### config.mk
export PLATFORM = sky130hd
export DESIGN_NAME = boot_preload
export DESIGN_NICKNAME = d
export VERILOG_FILES = /design/src/rtl/boot_preload_pkg.sv /design/src/rtl/boot_seq_fsm.sv /design/src/rtl/boot_word_packer.sv /design/src/rtl/boot_core_rst_gate.sv /design/src/rtl/boot_preload.sv
export SDC_FILE = /design/constraint.sdc
export NUM_CORES = 1
export LEC_CHECK = 0
export CELL_PAD_IN_SITES_DETAIL_PLACEMENT = 0
export CELL_PAD_IN_SITES_GLOBAL_PLACEMENT = 1
export CORE_UTILIZATION = 34
export CTS_BUF_LIST = sky130_fd_sc_hd__clkbuf_4
export CTS_CLUSTER_SIZE = 12
export DETAILED_ROUTE_END_ITERATION = 8
export PLACE_DENSITY = 0.84
export SETUP_SLACK_MARGIN = 0.4
export SLEW_MARGIN = 20
export SYNTH_ARGS = -nofsm -noshare
export SYNTH_HDL_FRONTEND = slang
export SYNTH_SLANG_ARGS = --single-unit
export TNS_END_PERCENT = 20
### constraint.sdc
create_clock -name clk -period 1.6 [get_ports clk]
set_input_delay 0.4 -clock clk [delete_from_list [all_inputs] [get_ports clk]]
set_output_delay 0.4 -clock clk [all_outputs]
set_load 0.03 [all_outputs]
### src/rtl/boot_preload_pkg.sv
// Shared types for the boot image preloader.
package boot_preload_pkg;

    // Sequencer states: waiting after power-on, transferring, finished.
    typedef enum logic [1:0] {
        ST_IDLE = 2'd0,
        ST_COPY = 2'd1,
        ST_DONE = 2'd2
    } boot_state_e;

endpackage

### src/rtl/boot_seq_fsm.sv
// Preload sequencer.
// Issues one ROM byte read per cycle, from address 0 to ROM_BYTES-1,
// and enters DONE when the packer reports the final word write.
// Assumes: ROM_BYTES is a power of two; the power-on reset is synchronous and active low.
module boot_seq_fsm
    import boot_preload_pkg::*;
#(
    parameter int ROM_BYTES = 128
) (
    input  logic                         clk,
    input  logic                         rst_n,
    input  logic                         last_wr_i,
    output logic                         rd_en_o,
    output logic [$clog2(ROM_BYTES)-1:0] rd_addr_o,
    output logic                         done_next_o
);
    localparam int BA = $clog2(ROM_BYTES);
    localparam int CW = BA + 1;

    boot_state_e   state_q, state_nx;
    logic [CW-1:0] cnt_q;

    // Reads are issued while copying and until every byte has been requested.
    always_comb begin
        rd_en_o   = (state_q == ST_COPY) && (cnt_q < CW'(ROM_BYTES));
        rd_addr_o = cnt_q[BA-1:0];
    end

    // Next-state choice; DONE is left only through the power-on reset.
    always_comb begin
        state_nx = state_q;
        case (state_q)
            ST_IDLE: state_nx = ST_COPY;
            ST_COPY: if (last_wr_i) state_nx = ST_DONE;
            ST_DONE: state_nx = ST_DONE;
            default: state_nx = ST_IDLE;
        endcase
        done_next_o = (state_nx == ST_DONE);
    end

    // State register and byte request counter.
    always_ff @(posedge clk) begin
        if (!rst_n) begin
            state_q <= ST_IDLE;
            cnt_q   <= '0;
        end else begin
            state_q <= state_nx;
            if (rd_en_o) cnt_q <= cnt_q + 1'b1;
        end
    end

endmodule

### src/rtl/boot_word_packer.sv
// Byte-to-word packer.
// Delays the read strobe and address by the one-cycle ROM latency, so each
// returning byte is matched with its own address. Lower lanes are held until
// the top lane arrives, and then the full word is written with a registered
// strobe. Lane 0 (lowest byte address) lands in the least significant bits.
// Assumes: WORD_BITS/BYTE_BITS is a power of two, at least 2;
// RAM_AW can address ROM_BYTES/lanes words.
module boot_word_packer #(
    parameter int BYTE_BITS = 8,
    parameter int WORD_BITS = 16,
    parameter int ROM_BYTES = 128,
    parameter int RAM_AW    = 9
) (
    input  logic                         clk,
    input  logic                         rst_n,
    input  logic                         rd_en_i,
    input  logic [$clog2(ROM_BYTES)-1:0] rd_addr_i,
    input  logic [BYTE_BITS-1:0]         rom_data_i,
    output logic                         ram_we_o,
    output logic [RAM_AW-1:0]            ram_addr_o,
    output logic [WORD_BITS-1:0]         ram_wdata_o,
    output logic                         last_wr_o
);
    localparam int BA    = $clog2(ROM_BYTES);
    localparam int LANES = WORD_BITS / BYTE_BITS;
    localparam int LW    = $clog2(LANES);
    localparam int WORDS = ROM_BYTES / LANES;

    logic                 vld_q;
    logic [BA-1:0]        addr_q;
    logic [BYTE_BITS-1:0] hold_q [LANES-1];
    logic [WORD_BITS-1:0] word_c;
    logic [LW-1:0]        lane_c;
    logic [BA-LW-1:0]     widx_c;

    // Split the delayed byte address into lane and word index.
    always_comb begin
        lane_c = addr_q[LW-1:0];
        widx_c = addr_q[BA-1:LW];
    end

    // Align the strobe and the address with the returning ROM data.
    always_ff @(posedge clk) begin
        if (!rst_n) begin
            vld_q  <= 1'b0;
            addr_q <= '0;
        end else begin
            vld_q  <= rd_en_i;
            addr_q <= rd_addr_i;
        end
    end

    // One holding register per lower lane, with the top lane taken live.
    for (genvar g = 0; g < LANES - 1; g++) begin : g_lane
        always_ff @(posedge clk) begin
            if (!rst_n) hold_q[g] <= '0;
            else if (vld_q && (lane_c == LW'(g))) hold_q[g] <= rom_data_i;
        end
        assign word_c[g*BYTE_BITS +: BYTE_BITS] = hold_q[g];
    end
    assign word_c[WORD_BITS-1 -: BYTE_BITS] = rom_data_i;

    // Registered RAM write once the top lane of a word has arrived.
    always_ff @(posedge clk) begin
        if (!rst_n) begin
            ram_we_o    <= 1'b0;
            ram_addr_o  <= '0;
            ram_wdata_o <= '0;
        end else begin
            ram_we_o <= vld_q && (lane_c == LW'(LANES - 1));
            if (vld_q && (lane_c == LW'(LANES - 1))) begin
                ram_addr_o  <= RAM_AW'(widx_c);
                ram_wdata_o <= word_c;
            end
        end
    end

    // Flags the write of the final image word.
    assign last_wr_o = ram_we_o && (ram_addr_o == RAM_AW'(WORDS - 1));

endmodule

### src/rtl/boot_core_rst_gate.sv
// Core reset gate.
// Holds the core in reset until the preload completes, and afterwards follows
// the warm reset request with one register stage.
// Assumes: done_next_i is the sequencer's next-state DONE indication.
module boot_core_rst_gate (
    input  logic clk,
    input  logic rst_n,
    input  logic warm_rst_n,
    input  logic done_next_i,
    output logic core_rst_n_o,
    output logic boot_done_o
);
    // Done flag and registered core reset, both cleared by power-on reset.
    always_ff @(posedge clk) begin
        if (!rst_n) begin
            boot_done_o  <= 1'b0;
            core_rst_n_o <= 1'b0;
        end else begin
            boot_done_o  <= done_next_i;
            core_rst_n_o <= done_next_i && warm_rst_n;
        end
    end

endmodule

### src/rtl/boot_preload.sv
// Boot image preloader, top level.
// After each power-on reset, copies the ROM image into the bottom of the
// instruction RAM, then releases the core reset. A warm reset re-resets the
// core without repeating the copy.
// Assumes: the ROM is read-only with one cycle of read latency; the RAM accepts
// one word per cycle with no back-pressure.
module boot_preload #(
    parameter int ROM_BYTES = 128,
    parameter int BYTE_BITS = 8,
    parameter int WORD_BITS = 16,
    parameter int RAM_WORDS = 512,
    localparam int ROM_AW   = $clog2(ROM_BYTES),
    localparam int RAM_AW   = $clog2(RAM_WORDS)
) (
    input  logic                 clk,
    input  logic                 rst_n,
    input  logic                 warm_rst_n,
    output logic                 rom_rd_en,
    output logic [ROM_AW-1:0]    rom_addr,
    input  logic [BYTE_BITS-1:0] rom_data,
    output logic                 ram_we,
    output logic [RAM_AW-1:0]    ram_addr,
    output logic [WORD_BITS-1:0] ram_wdata,
    output logic                 core_rst_n,
    output logic                 boot_done
);
    logic last_wr;
    logic done_next;

    boot_seq_fsm #(
        .ROM_BYTES (ROM_BYTES)
    ) i_fsm (
        .clk         (clk),
        .rst_n       (rst_n),
        .last_wr_i   (last_wr),
        .rd_en_o     (rom_rd_en),
        .rd_addr_o   (rom_addr),
        .done_next_o (done_next)
    );

    boot_word_packer #(
        .BYTE_BITS (BYTE_BITS),
        .WORD_BITS (WORD_BITS),
        .ROM_BYTES (ROM_BYTES),
        .RAM_AW    (RAM_AW)
    ) i_packer (
        .clk         (clk),
        .rst_n       (rst_n),
        .rd_en_i     (rom_rd_en),
        .rd_addr_i   (rom_addr),
        .rom_data_i  (rom_data),
        .ram_we_o    (ram_we),
        .ram_addr_o  (ram_addr),
        .ram_wdata_o (ram_wdata),
        .last_wr_o   (last_wr)
    );

    boot_core_rst_gate i_rst_gate (
        .clk          (clk),
        .rst_n        (rst_n),
        .warm_rst_n   (warm_rst_n),
        .done_next_i  (done_next),
        .core_rst_n_o (core_rst_n),
        .boot_done_o  (boot_done)
    );

endmodule

==> flow_summary.yaml <==
placed_design:
  placed_area_sq_mm: 0.00245
  dp_hpwl_um: 2560
  gp_congestion: 0.724
  place_ws_ns: -0.370
  io_buffers: 43
yosys:
  synthCells: 197
  ys_types: 32
  syn_avg_cell_area_sq_um: 9.77
  synth-seq-cells: 51
  async_reset_ff_frac: 0
  ys_warn_count: 0
  synth_edf_count: 8
  yosysSeqAreaShare: 0.572
  syn_area_sq_mm: 0.00192
  synthFlopType: "dfxtp_1"
floorplan:
  core_sq_mm: 0.00547
  die_h_um: 77.2
  num_rows: 27
  initial_utilization: 0.352
  die_x_um: 77.2
  die_area_sq_mm: 0.00596
  pin_count: 47
detailed_routing:
  postRouteAntennaNets: 0
  routedWlPerCell_um: 11.9
  vias_per_cell: 4.40
  route.detailed.drc: 0
  drt-pass1-iter-count: 4
  drt-initial-drc-count: 31
  routed_wl_um: 4000
  dr_total_vias: 1474
sta:
  slew_viol_final: 0
  clock.fmax_mhz: 592
  rsz0062_at_grt: "yes"
  min_period_ns: 1.69
  report.final.hold_viol_count: 0
  finClkSkew_ns: 0.0150
  tns_ns: -0.0904
  finalWorstSetupSlack_ns: -0.0904
  fin_crit_sh: 1.06
  final-setup-viol-count: 1
critical_path:
  required_ns: 1.20
  crit_fanout: 2
  worstPathArrival_ns: 1.29
  end_kind: "primary output"
  worst-setup-path-type: "register to primary output"
  worst-r2r-setup-slack_ns: 0.06
  startpoint_type: "register"
layout:
  final_util: 0.521
  mostFrequentLayoutCell: "nand2_1"
  fin_nets: 274
  final_area_sq_mm: 0.00285
  final_cell_mix: "nand2_1 (49), buf_6 (38), dfxtp_2 (35), buf_4 (27), a21boi_0 (20)"
  drive_above_1_share: 0.460
  areaGrowthSynthToFinish_pct: 48.1
  n_antenna_cell: 0
cts:
  ctsLongestPathBuffers: 2
  cts_buffers: 5
  cts_sinks: 51
  cts_tree: "yes"
  path_clk_slew_ns: 0.14
  h-tree-depth: 2
  insertion_delay_ns: 0.36
  root_buffer: "clkbuf_4"
power:
  pwr-share-clk: 0.261
  comb_power_share: 0.112
  p_switching_mw: 0.520
  fin_total_pwr_mw: 2.17
  max-vdd-ir-drop_mv: 0.396
  switching_share: 0.240
  seqPwrFrac: 0.627
  cellLeakagePower_nw: 1.15
  power_density_mw_per_mm2: 760
  intPower_mw: 1.65
flow_run:
  max_cap_violations: 0
global_route:
  grt_pass1_vias: 1447
  grt_max_degree: 29
  track_usage: 0.145
  antenna_found_initial: 0
  overflow: 0
  grt_pass1_wl_um: 6860
status:
  status: "finished, violations left"
  failed_checks: "setup timing"
min_path:
  hold_class: "register to register"
[cells in the mapped netlist, types with 2 or more instances]
cell type   n  area share
a21boi_0   22       0.086
a21boi_1    3       0.012
and2_1     18       0.059
buf_4      10       0.039
clkbuf_1    8       0.016
dfxtp_1    43        0.45
edfxtp_1    8        0.12
inv_1       2      0.0039
nand2_1    49       0.096
nand3_1     2      0.0052
nand4_1     3      0.0098
nor2_1      2      0.0039
o21ai_0     4       0.010
o31ai_1     2      0.0078
or3_1       3      0.0098
xnor2_1     2      0.0091
[worst paths after layout]
kind,cells after the start,to,startpoint
worst max register to register,5,i_fsm.cnt_q[5],i_fsm.state_q[0]
worst min-delay path,2,i_packer.ram_addr_o[0],i_packer.addr_q[1]
worst max-delay path,3,rom_rd_en,i_fsm.state_q[0]
worst min register to register,2,i_packer.ram_addr_o[0],i_packer.addr_q[1]
[final cells by class]
cell class | count | area, sq um
Sequential cell | 51 | 1150
Fill cell | 500 | 2620
Inverter | 3 | 11.3
Clock buffer | 6 | 45.0
Tap cell | 72 | 90.1
Multi-Input combinational cell | 126 | 810
Timing Repair Buffer | 75 | 729
Clock inverter | 2 | 12.5
[what timing repair did]
action,in CTS,in global routing
resized for setup,271,13
endpoints found under the setup margin,72,79
pin swaps,8,13
buffers inserted,12,7
hold buffers,0,0
endpoints found under the hold margin,0,0
[layer usage]
layer,vias up,GRT usage,share of wire
met3,5,0.0476,0.053
met1,669,0.188,0.47
li1,768,-,-
met5,-,0,0
met4,0,0.0566,0.014
met2,32,0.223,0.46
[registers in the layout (all words and copies together) (netlist names)]
| name | count |
|---|---|
| i_packer.vld_q | 1 |
| i_packer.ram_wdata_o | 16 |
| i_packer.ram_we_o | 1 |
| i_fsm.cnt_q | 8 |
| i_packer.hold_q | 8 |
| i_rst_gate.boot_done_o | 1 |
| i_rst_gate.core_rst_n_o | 1 |
| i_packer.addr_q | 7 |
| i_fsm.state_q | 2 |
| i_packer.ram_addr_o | 6 |
[power by group through the flow]
stage               clock, mW  combinational [mW]  sequential (mW)
CTS                     0.592               0.217             1.36
global placement            0               0.192             1.38
finish                  0.566               0.242             1.36
floorplan                   0               0.107             1.39
global route            0.659               0.260             1.36
detailed placement          0               0.193             1.38
[metrics by stage]
stage          instances  hold WS [ns]
6_report             335         0.431
5_1_grt              335         0.477
4_1_cts              328         0.438
2_1_floorplan        199         0.426
3_3_place_gp         308         0.435
3_5_place_dp         308         0.439
[cell families (layout without fill, tap and decap cells)]
logic type,after synthesis,after routing,synth area share
AND/OR/NAND/NOR,86,86,0.217
flip-flops,51,51,0.572
AO/OA/AOI/OAI,33,33,0.125
buffers and inverters,22,86,0.0631
XOR/XNOR,2,2,0.00910
adder cells (fa/ha/maj),1,1,0.00650
other,1,3,0.00195
multiplexers,1,1,0.00585
[critical path, stage by stage (launching register included)]
cell	delay [ns]
dfxtp_2	0.35
or3b_4	0.39
inv_2	0.07
buf_6	0.12
Power figures use the tool's default switching activity.
